===== config.mk =====
export PLATFORM = sky130hd
export DESIGN_NAME = pfx_ext_unit
export DESIGN_NICKNAME = d
export VERILOG_FILES = /design/src/rtl/pfx_ext_pkg.sv /design/src/rtl/pfx_value_reg.sv /design/src/rtl/pfx_pend_ctl.sv /design/src/rtl/imm_join.sv /design/src/rtl/pfx_ext_unit.sv
export SDC_FILE = /design/constraint.sdc
export NUM_CORES = 1
export LEC_CHECK = 0
export ABC_AREA = 1
export CAP_MARGIN = 20
export CORE_MARGIN = 5
export CORE_UTILIZATION = 32
export DETAILED_ROUTE_END_ITERATION = 16
export GPL_TIMING_DRIVEN = 0
export HOLD_SLACK_MARGIN = 0.12
export PLACE_DENSITY = 0.74
export SYNTH_ARGS = -nofsm -noshare
export SYNTH_HDL_FRONTEND = slang
export SYNTH_HIERARCHICAL = 1
export SYNTH_SLANG_ARGS = --single-unit

===== constraint.sdc =====
create_clock -name clk -period 0.8 [get_ports clk]
set_clock_uncertainty 0.05 [all_clocks]
set_input_delay 0.12 -clock clk [delete_from_list [all_inputs] [get_ports clk]]
set_output_delay 0.12 -clock clk [all_outputs]
set_load 0.02 [all_outputs]

===== src/rtl/pfx_ext_pkg.sv =====
package pfx_ext_pkg;
  localparam int PFX_W = 11;
  localparam int IMM_W = 5;
  localparam int EXT_W = PFX_W + IMM_W;

  typedef enum logic [1:0] {
    CLS_OTHER = 2'd0,
    CLS_PFX   = 2'd1,
    CLS_PFXBY = 2'd2,
    CLS_LOAD  = 2'd3
  } ret_cls_e;

  function automatic logic is_prefix(input logic [1:0] c);
    return (c == CLS_PFX) || (c == CLS_PFXBY);
  endfunction
endpackage


===== src/rtl/pfx_value_reg.sv =====
module pfx_value_reg #(
  parameter int W = 11
) (
  input  logic         clk,
  input  logic         rst_n,
  input  logic         ret_vld,
  input  logic         ret_is_pfx,
  input  logic [W-1:0] pfx_in,
  output logic [W-1:0] pfx_q
);
  always_ff @(posedge clk) begin
    if (!rst_n)                       pfx_q <= '0;
    else if (ret_vld && ret_is_pfx)   pfx_q <= pfx_in;
    else if (ret_vld)                 pfx_q <= '0;
  end


  pfx_load_chk: assert property (@(posedge clk) disable iff (!rst_n)
    ret_vld && ret_is_pfx |=> pfx_q == $past(pfx_in));

  pfx_clear_chk: assert property (@(posedge clk) disable iff (!rst_n)
    ret_vld && !ret_is_pfx |=> pfx_q == '0);

  pfx_hold_chk: assert property (@(posedge clk) disable iff (!rst_n)
    !ret_vld |=> $stable(pfx_q));
endmodule


===== src/rtl/pfx_pend_ctl.sv =====
module pfx_pend_ctl
  import pfx_ext_pkg::*;
(
  input  logic       clk,
  input  logic       rst_n,
  input  logic       ret_vld,
  input  logic [1:0] ret_cls,
  output logic       pend_q,
  output logic       byp_q
);
  logic pfx_now;
  assign pfx_now = is_prefix(ret_cls);

  always_ff @(posedge clk) begin
    if (!rst_n) begin
      pend_q <= 1'b0;
      byp_q  <= 1'b0;
    end else if (ret_vld) begin
      pend_q <= pfx_now;
      byp_q  <= (ret_cls == CLS_PFXBY);
    end
  end


  pend_drop_chk: assert property (@(posedge clk) disable iff (!rst_n)
    ret_vld && !pfx_now |=> !pend_q && !byp_q);

  pend_chain_chk: assert property (@(posedge clk) disable iff (!rst_n)
    ret_vld && pfx_now |=> pend_q);

  byp_set_chk: assert property (@(posedge clk) disable iff (!rst_n)
    ret_vld && ret_cls == CLS_PFXBY |=> byp_q);

  byp_needs_pend_chk: assert property (@(posedge clk) disable iff (!rst_n)
    byp_q |-> pend_q);

  pend_hold_chk: assert property (@(posedge clk) disable iff (!rst_n)
    !ret_vld |=> $stable(pend_q) && $stable(byp_q));
endmodule


===== src/rtl/imm_join.sv =====
module imm_join #(
  parameter int HI_W = 11,
  parameter int LO_W = 5,
  localparam int OUT_W = HI_W + LO_W
) (
  input  logic [HI_W-1:0]  hi,
  input  logic [LO_W-1:0]  lo,
  output logic [OUT_W-1:0] joined
);
  assign joined = {hi, lo};
endmodule


===== src/rtl/pfx_ext_unit.sv =====
module pfx_ext_unit
  import pfx_ext_pkg::*;
(
  input  logic             clk,
  input  logic             rst_n,
  input  logic             ret_vld,
  input  logic [1:0]       ret_cls,
  input  logic [PFX_W-1:0] ret_pfx_val,
  input  logic [IMM_W-1:0] ret_imm5,
  output logic [EXT_W-1:0] ext_imm,
  output logic             irq_inhibit,
  output logic             bypass_pend,
  output logic             load_uncached
);
  logic [PFX_W-1:0] pfx_q;
  logic             pend_q;
  logic             byp_q;
  logic             is_pfx;

  assign is_pfx = is_prefix(ret_cls);

  pfx_value_reg #(.W(PFX_W)) u_val (
    .clk        (clk),
    .rst_n      (rst_n),
    .ret_vld    (ret_vld),
    .ret_is_pfx (is_pfx),
    .pfx_in     (ret_pfx_val),
    .pfx_q      (pfx_q)
  );

  pfx_pend_ctl u_pend (
    .clk     (clk),
    .rst_n   (rst_n),
    .ret_vld (ret_vld),
    .ret_cls (ret_cls),
    .pend_q  (pend_q),
    .byp_q   (byp_q)
  );

  imm_join #(.HI_W(PFX_W), .LO_W(IMM_W)) u_join (
    .hi     (pfx_q),
    .lo     (ret_imm5),
    .joined (ext_imm)
  );

  assign irq_inhibit   = pend_q;
  assign bypass_pend   = byp_q;
  assign load_uncached = ret_vld && (ret_cls == CLS_LOAD) && byp_q;


  uncached_needs_byp_chk: assert property (@(posedge clk) disable iff (!rst_n)
    load_uncached |-> bypass_pend && irq_inhibit);

  reset_state_chk: assert property (@(posedge clk)
    !rst_n |=> ext_imm[EXT_W-1:IMM_W] == '0 && !irq_inhibit && !bypass_pend);

  nonpfx_zero_hi_chk: assert property (@(posedge clk) disable iff (!rst_n)
    ret_vld && !is_pfx |=> ext_imm[EXT_W-1:IMM_W] == '0);
endmodule


Word level (Yosys, flattened, before mapping)
Cells that the tools add are included.
{"block": "totals", "reg_bits": 13, "in_bits": 21, "output_inout_bits": 19, "wordCells": 13}
{"block": "classes", "n_eq_ne": 3, "muxes": 2, "n_reduce_logical": 5}
{"cell": "$mux 11", "count": 2}
{"cell": "$eq 2x2->1 const B", "count": 2}
{"cell": "$logic_and 1x1->1", "count": 3}
{"cell": "$eq 2x1->1 const B", "count": 1}
{"cell": "$reduce_bool 2->1", "count": 1}
{"cell": "$logic_or 1x1->1", "count": 1}

Logic depth before layout (Yosys ltp)
{"block": "depth", "depth_word": 4, "mapped_depth": 6, "ltp_nobuf": 6}

By module
Netlist, hierarchy kept.
{"module": "pfx_value_reg", "instances": 1, "cells_each": 50, "area_each_um2": 407.9, "seq_area_each_um2": 220.2}
{"module": "imm_join", "instances": 1, "cells_each": 16, "area_each_um2": 120.1, "seq_area_each_um2": 0.0}
{"module": "pfx_pend_ctl", "instances": 1, "cells_each": 13, "area_each_um2": 90.1, "seq_area_each_um2": 40.0}
{"module": "pfx_ext_unit", "instances": 1, "cells_each": 4, "area_each_um2": 26.3, "seq_area_each_um2": 0.0}

Worst setup path before layout
Ideal clock, no wire load.
{"block": "synth_timing", "path_type": "reg2out", "startpoint": "reg u_pend.byp_q", "endpoint": "out load_uncached", "arrival_time_ns": 0.734, "t_required_ns": 0.630, "slack_ns": -0.104, "path_stages_with_launch": 3, "path_cell_list": "dfxtp_1 > inv_1 > nor2_2"}
{"block": "synth_between", "elab_chain_len": 1}
{"item": "start: declaration", "line_no": "pfx_pend_ctl.sv:9", "text": "output logic byp_q"}
{"item": "start signal: assignment", "line_no": "pfx_pend_ctl.sv:20", "text": "byp_q <= (ret_cls == CLS_PFXBY);"}
{"item": "$logic_and 1x1->1", "line_no": "pfx_ext_unit.sv:48", "text": "assign load_uncached = ret_vld && (ret_cls == CLS_LOAD) && byp_q;"}
{"item": "end: declaration", "line_no": "pfx_ext_unit.sv:13", "text": "output logic load_uncached"}
No other way between the ends.

Worst setup path after layout
Ends and elaborated chain as after synthesis.

==> impl_metrics.prom <==
# TYPE chip_impl_metric gauge
chip_impl_metric{name="timing_worst_slew_pin_value",unit="ns"} 0.223
chip_impl_metric{name="worstPathRequired",unit="ns"} 0.63
chip_impl_metric{name="finalMaxSlewViolations",unit=""} 0
chip_impl_metric{name="core_box_area",unit="um^2"} 1940
chip_impl_metric{name="hpwl_after_dpl",unit="mm"} 1.24
chip_impl_metric{name="drv_cap",unit=""} 0
chip_impl_metric{name="vias_per_cell",unit=""} 4.48
chip_impl_metric{name="groute.usage.overall",unit=""} 0.121
chip_impl_metric{name="clock_insertion_delay_worst_skew",unit="ns"} 0.27
chip_impl_info{name="failing_checks",value="negative setup slack"} 1
chip_impl_metric{name="combPwrFrac",unit=""} 0.272
chip_impl_metric{name="nets",unit=""} 140
chip_impl_metric{name="timing.fmax",unit="GHz"} 0.977
chip_impl_metric{name="die_h",unit="um"} 54.9
chip_impl_metric{name="first_global_vias",unit=""} 606
chip_impl_metric{name="critical_path.max_fanout",unit=""} 3
chip_impl_metric{name="grt_max_degree",unit=""} 11
chip_impl_metric{name="antenna_violations_before_repair",unit=""} 0
chip_impl_metric{name="synth_cells",unit=""} 83
chip_impl_info{name="outcome",value="finished, violations left"} 1
chip_impl_metric{name="full_die_area",unit="um^2"} 3010
chip_impl_info{name="cp-start-kind",value="register"} 1
chip_impl_metric{name="num_antenna_cells",unit=""} 0
chip_impl_metric{name="power_switching",unit="W"} 0.000416
chip_impl_metric{name="total_power",unit="W"} 0.00152
chip_impl_metric{name="cts-buffers-inserted",unit=""} 3
chip_impl_metric{name="ff_latch_area",unit="um^2"} 277
chip_impl_info{name="tritoncts",value="built"} 1
chip_impl_info{name="synth_top_cells_by_area",value="sky130_fd_sc_hd__dfxtp_1 40%, sky130_fd_sc_hd__buf_4 20%, sky130_fd_sc_hd__nand2_1 9.3%, sky130_fd_sc_hd__a21oi_1 8.5%, sky130_fd_sc_hd__nand3_1 8.5%"} 1
chip_impl_metric{name="dieWidth",unit="um"} 54.9
chip_impl_metric{name="flow.area_growth_from_synthesis",unit="%"} 63.9
chip_impl_metric{name="yosysWarningCount",unit=""} 6
chip_impl_metric{name="drc",unit=""} 0
chip_impl_metric{name="power.density",unit="nW/um^2"} 1440
chip_impl_metric{name="static_leakage",unit="nW"} 0.468
chip_impl_info{name="worst_setup_ep_type",value="primary output"} 1
chip_impl_info{name="synth_top_area_cell",value="sky130_fd_sc_hd__dfxtp_1"} 1
chip_impl_info{name="worst-setup-path-type",value="register to primary output"} 1
chip_impl_metric{name="post_syn_area",unit="um^2"} 644
chip_impl_metric{name="floorplan.initialDensity",unit=""} 0.332
chip_impl_metric{name="final_core_util",unit=""} 0.544
chip_impl_metric{name="drtIter0Drc",unit=""} 2
chip_impl_metric{name="synth.yosys.seq_area_share",unit=""} 0.404
chip_impl_metric{name="part_of_the_total_power_dissipated_in_sequential_elements",unit=""} 0.465
chip_impl_metric{name="clk_transition_reported_paths",unit="ns"} 0.08
chip_impl_metric{name="wire_length_of_the_first_global_routing_pass",unit="mm"} 2.55
chip_impl_metric{name="finalCriticalPeriod",unit="ns"} 1.02
chip_impl_metric{name="share_clk_of_total_power",unit=""} 0.263
chip_impl_metric{name="dr.pass1.iters",unit=""} 3
chip_impl_info{name="cts-root-buf",value="sky130_fd_sc_hd__clkbuf_4"} 1
chip_impl_metric{name="timing.final.ws_setup",unit="ns"} -0.224
chip_impl_metric{name="timing.slew.headroom",unit=""} 0.852
chip_impl_metric{name="cp_data_arrival_time",unit="ns"} 0.85
chip_impl_metric{name="route.antenna.remaining_nets",unit=""} 0
chip_impl_metric{name="syn_avg_cell_area",unit="um^2"} 7.76
chip_impl_metric{name="layout_cells_sized_above_1",unit=""} 0.457
chip_impl_metric{name="multi_input_area",unit="um^2"} 241
chip_impl_metric{name="worst_hold_slack",unit="ns"} 0.122
chip_impl_metric{name="period_utilization",unit=""} 1.28
chip_impl_metric{name="top_level_ports",unit=""} 40
chip_impl_metric{name="vdd.ir_drop.worst",unit="mV"} 0.973
chip_impl_metric{name="hold_viol",unit=""} 0
chip_impl_info{name="rsz0062_at_grt",value="true"} 1
chip_impl_metric{name="cts.htree.levels",unit=""} 1
chip_impl_metric{name="vias",unit=""} 640
chip_impl_metric{name="grt-ovfl-total",unit=""} 0
chip_impl_metric{name="post_drt_wl_per_cell",unit="um"} 12.1
chip_impl_metric{name="io_buffers",unit=""} 34
chip_impl_metric{name="power.switching_fraction",unit=""} 0.273
chip_impl_metric{name="gp_routability_congestion",unit=""} 0.692
chip_impl_metric{name="postSynthNetCount",unit=""} 106
chip_impl_metric{name="floorplan.rows",unit=""} 16
chip_impl_metric{name="synth_seq_cells",unit=""} 13
chip_impl_info{name="hold_path_class",value="primary input to register"} 1
chip_impl_metric{name="cts_num_sinks",unit=""} 13
chip_impl_metric{name="internal-power",unit="W"} 0.00111
chip_impl_metric{name="routed_wirelength",unit="mm"} 1.72
chip_impl_metric{name="synth.lib_cells_used.distinct",unit=""} 11
chip_impl_metric{name="clock_path_buffers",unit=""} 2
chip_impl_metric{name="filler_cell_count",unit=""} 198
chip_impl_metric{name="report.final.setup_viol",unit=""} 14
chip_impl_metric{name="netlist.area_leader.share",unit=""} 0.404
chip_impl_metric{name="accumulated_negative_setup_slack",unit="ns"} -1.47
-- final cells by class --
| cell class | count | share of cell area |
|---|---|---|
| repair buffers | 41 | 0.374 |
| flip-flops and latches | 13 | 0.262 |
| multi-input cells | 45 | 0.229 |
| plain buffers | 8 | 0.0604 |
| well taps | 27 | 0.0320 |
| clock buffers | 4 | 0.0249 |
| inverters | 5 | 0.0178 |
-- state kept, by name, summed over array words and instances, names as in the netlist --
signal / count
u_pend/byp_q: 1
u_val/pfx_q: 11
u_pend/pend_q: 1
-- kinds of logic after synthesis --
| group | Yosys count | synth area share |
|---|---|---|
| AND/OR/NAND/NOR | 32 | 0.212 |
| buffers and inverters | 25 | 0.260 |
| flip-flops | 13 | 0.404 |
| AO/OA/AOI/OAI | 11 | 0.0854 |
| adder cells (fa/ha/maj) | 2 | 0.0388 |
-- cell usage in the layout, fill, tap and decap left out, drive strengths merged --
master         Yosys  layout
nand3             11      11
nand2             16      16
inv                5       5
clkdlybuf4s50      0      11
clkbuf             0       5
clkdlybuf4s15      0       1
ha                 2       2
buf               20      30
dlygate4sd2        0       6
nor2               5       5
dfxtp             13      13
a21oi             11      11
-- power groups by stage --
stage,logic [W],clock network (W),registers [W]
after floorplan,0.000216,0,0.000718
after global placement,0.000412,0,0.000710
after detailed placement,0.000419,0,0.000712
after CTS,0.000401,0.000417,0.000709
after global routing,0.000444,0.000451,0.000714
final,0.000414,0.000401,0.000709
-- metrics by stage --
stage	instance area [um^2]	setup slack [ns]	instances
6_report	1060	-0.224	143
5_1_grt	1060	-0.269	143
4_1_cts	1040	-0.240	141
3_5_place_dp	1040	-0.921	144
3_3_place_gp	1040	-0.925	144
2_1_floorplan	669	0.0127	83
-- critical path, stage by stage, from the launching register on --
cell and delay (ns):
sky130_fd_sc_hd__dfxtp_2 0.35, sky130_fd_sc_hd__inv_2 0.04, sky130_fd_sc_hd__nor2_4 0.07, sky130_fd_sc_hd__buf_6 0.12
-- per-layer routing --
layer	track usage	vias to the layer above	wire length (um)
met3	0.0218	4	112
met2	0.222	28	906
met5	0	-	0
met1	0.125	291	667
li1	-	317	-
met4	0.0747	0	38
-- cell usage after synthesis --
| cell type | instances |
|---|---|
| sky130_fd_sc_hd__buf_4 | 17 |
| sky130_fd_sc_hd__nand2_1 | 16 |
| sky130_fd_sc_hd__dfxtp_1 | 13 |
| sky130_fd_sc_hd__a21oi_1 | 11 |
| sky130_fd_sc_hd__nand3_1 | 11 |
| sky130_fd_sc_hd__inv_1 | 5 |
| sky130_fd_sc_hd__nor2_1 | 4 |
| sky130_fd_sc_hd__buf_2 | 2 |
| sky130_fd_sc_hd__ha_1 | 2 |
| sky130_fd_sc_hd__buf_6 | 1 |
| sky130_fd_sc_hd__nor2_2 | 1 |
-- worst paths after layout --
check | start | end | slack, ns | cells past startpoint
worst max-delay path | u_pend/byp_q | load_uncached | -0.22 | 3
worst min-delay path | ret_vld | u_pend/byp_q | 0.12 | 3
worst max register to register | u_val/pfx_q[3] | u_val/pfx_q[3] | 0.06 | 3
worst min register to register | u_val/pfx_q[9] | u_val/pfx_q[9] | 0.42 | 2
-- what timing repair did --
| action | CTS | global route |
|---|---|---|
| endpoints found under the setup margin | 32 | 22 |
| hold buffers | 0 | 0 |
| pin swaps | 4 | 2 |
| gates resized for setup | 112 | 6 |
| buffers inserted | 5 | 2 |
(Power assumes the default switching activity.)
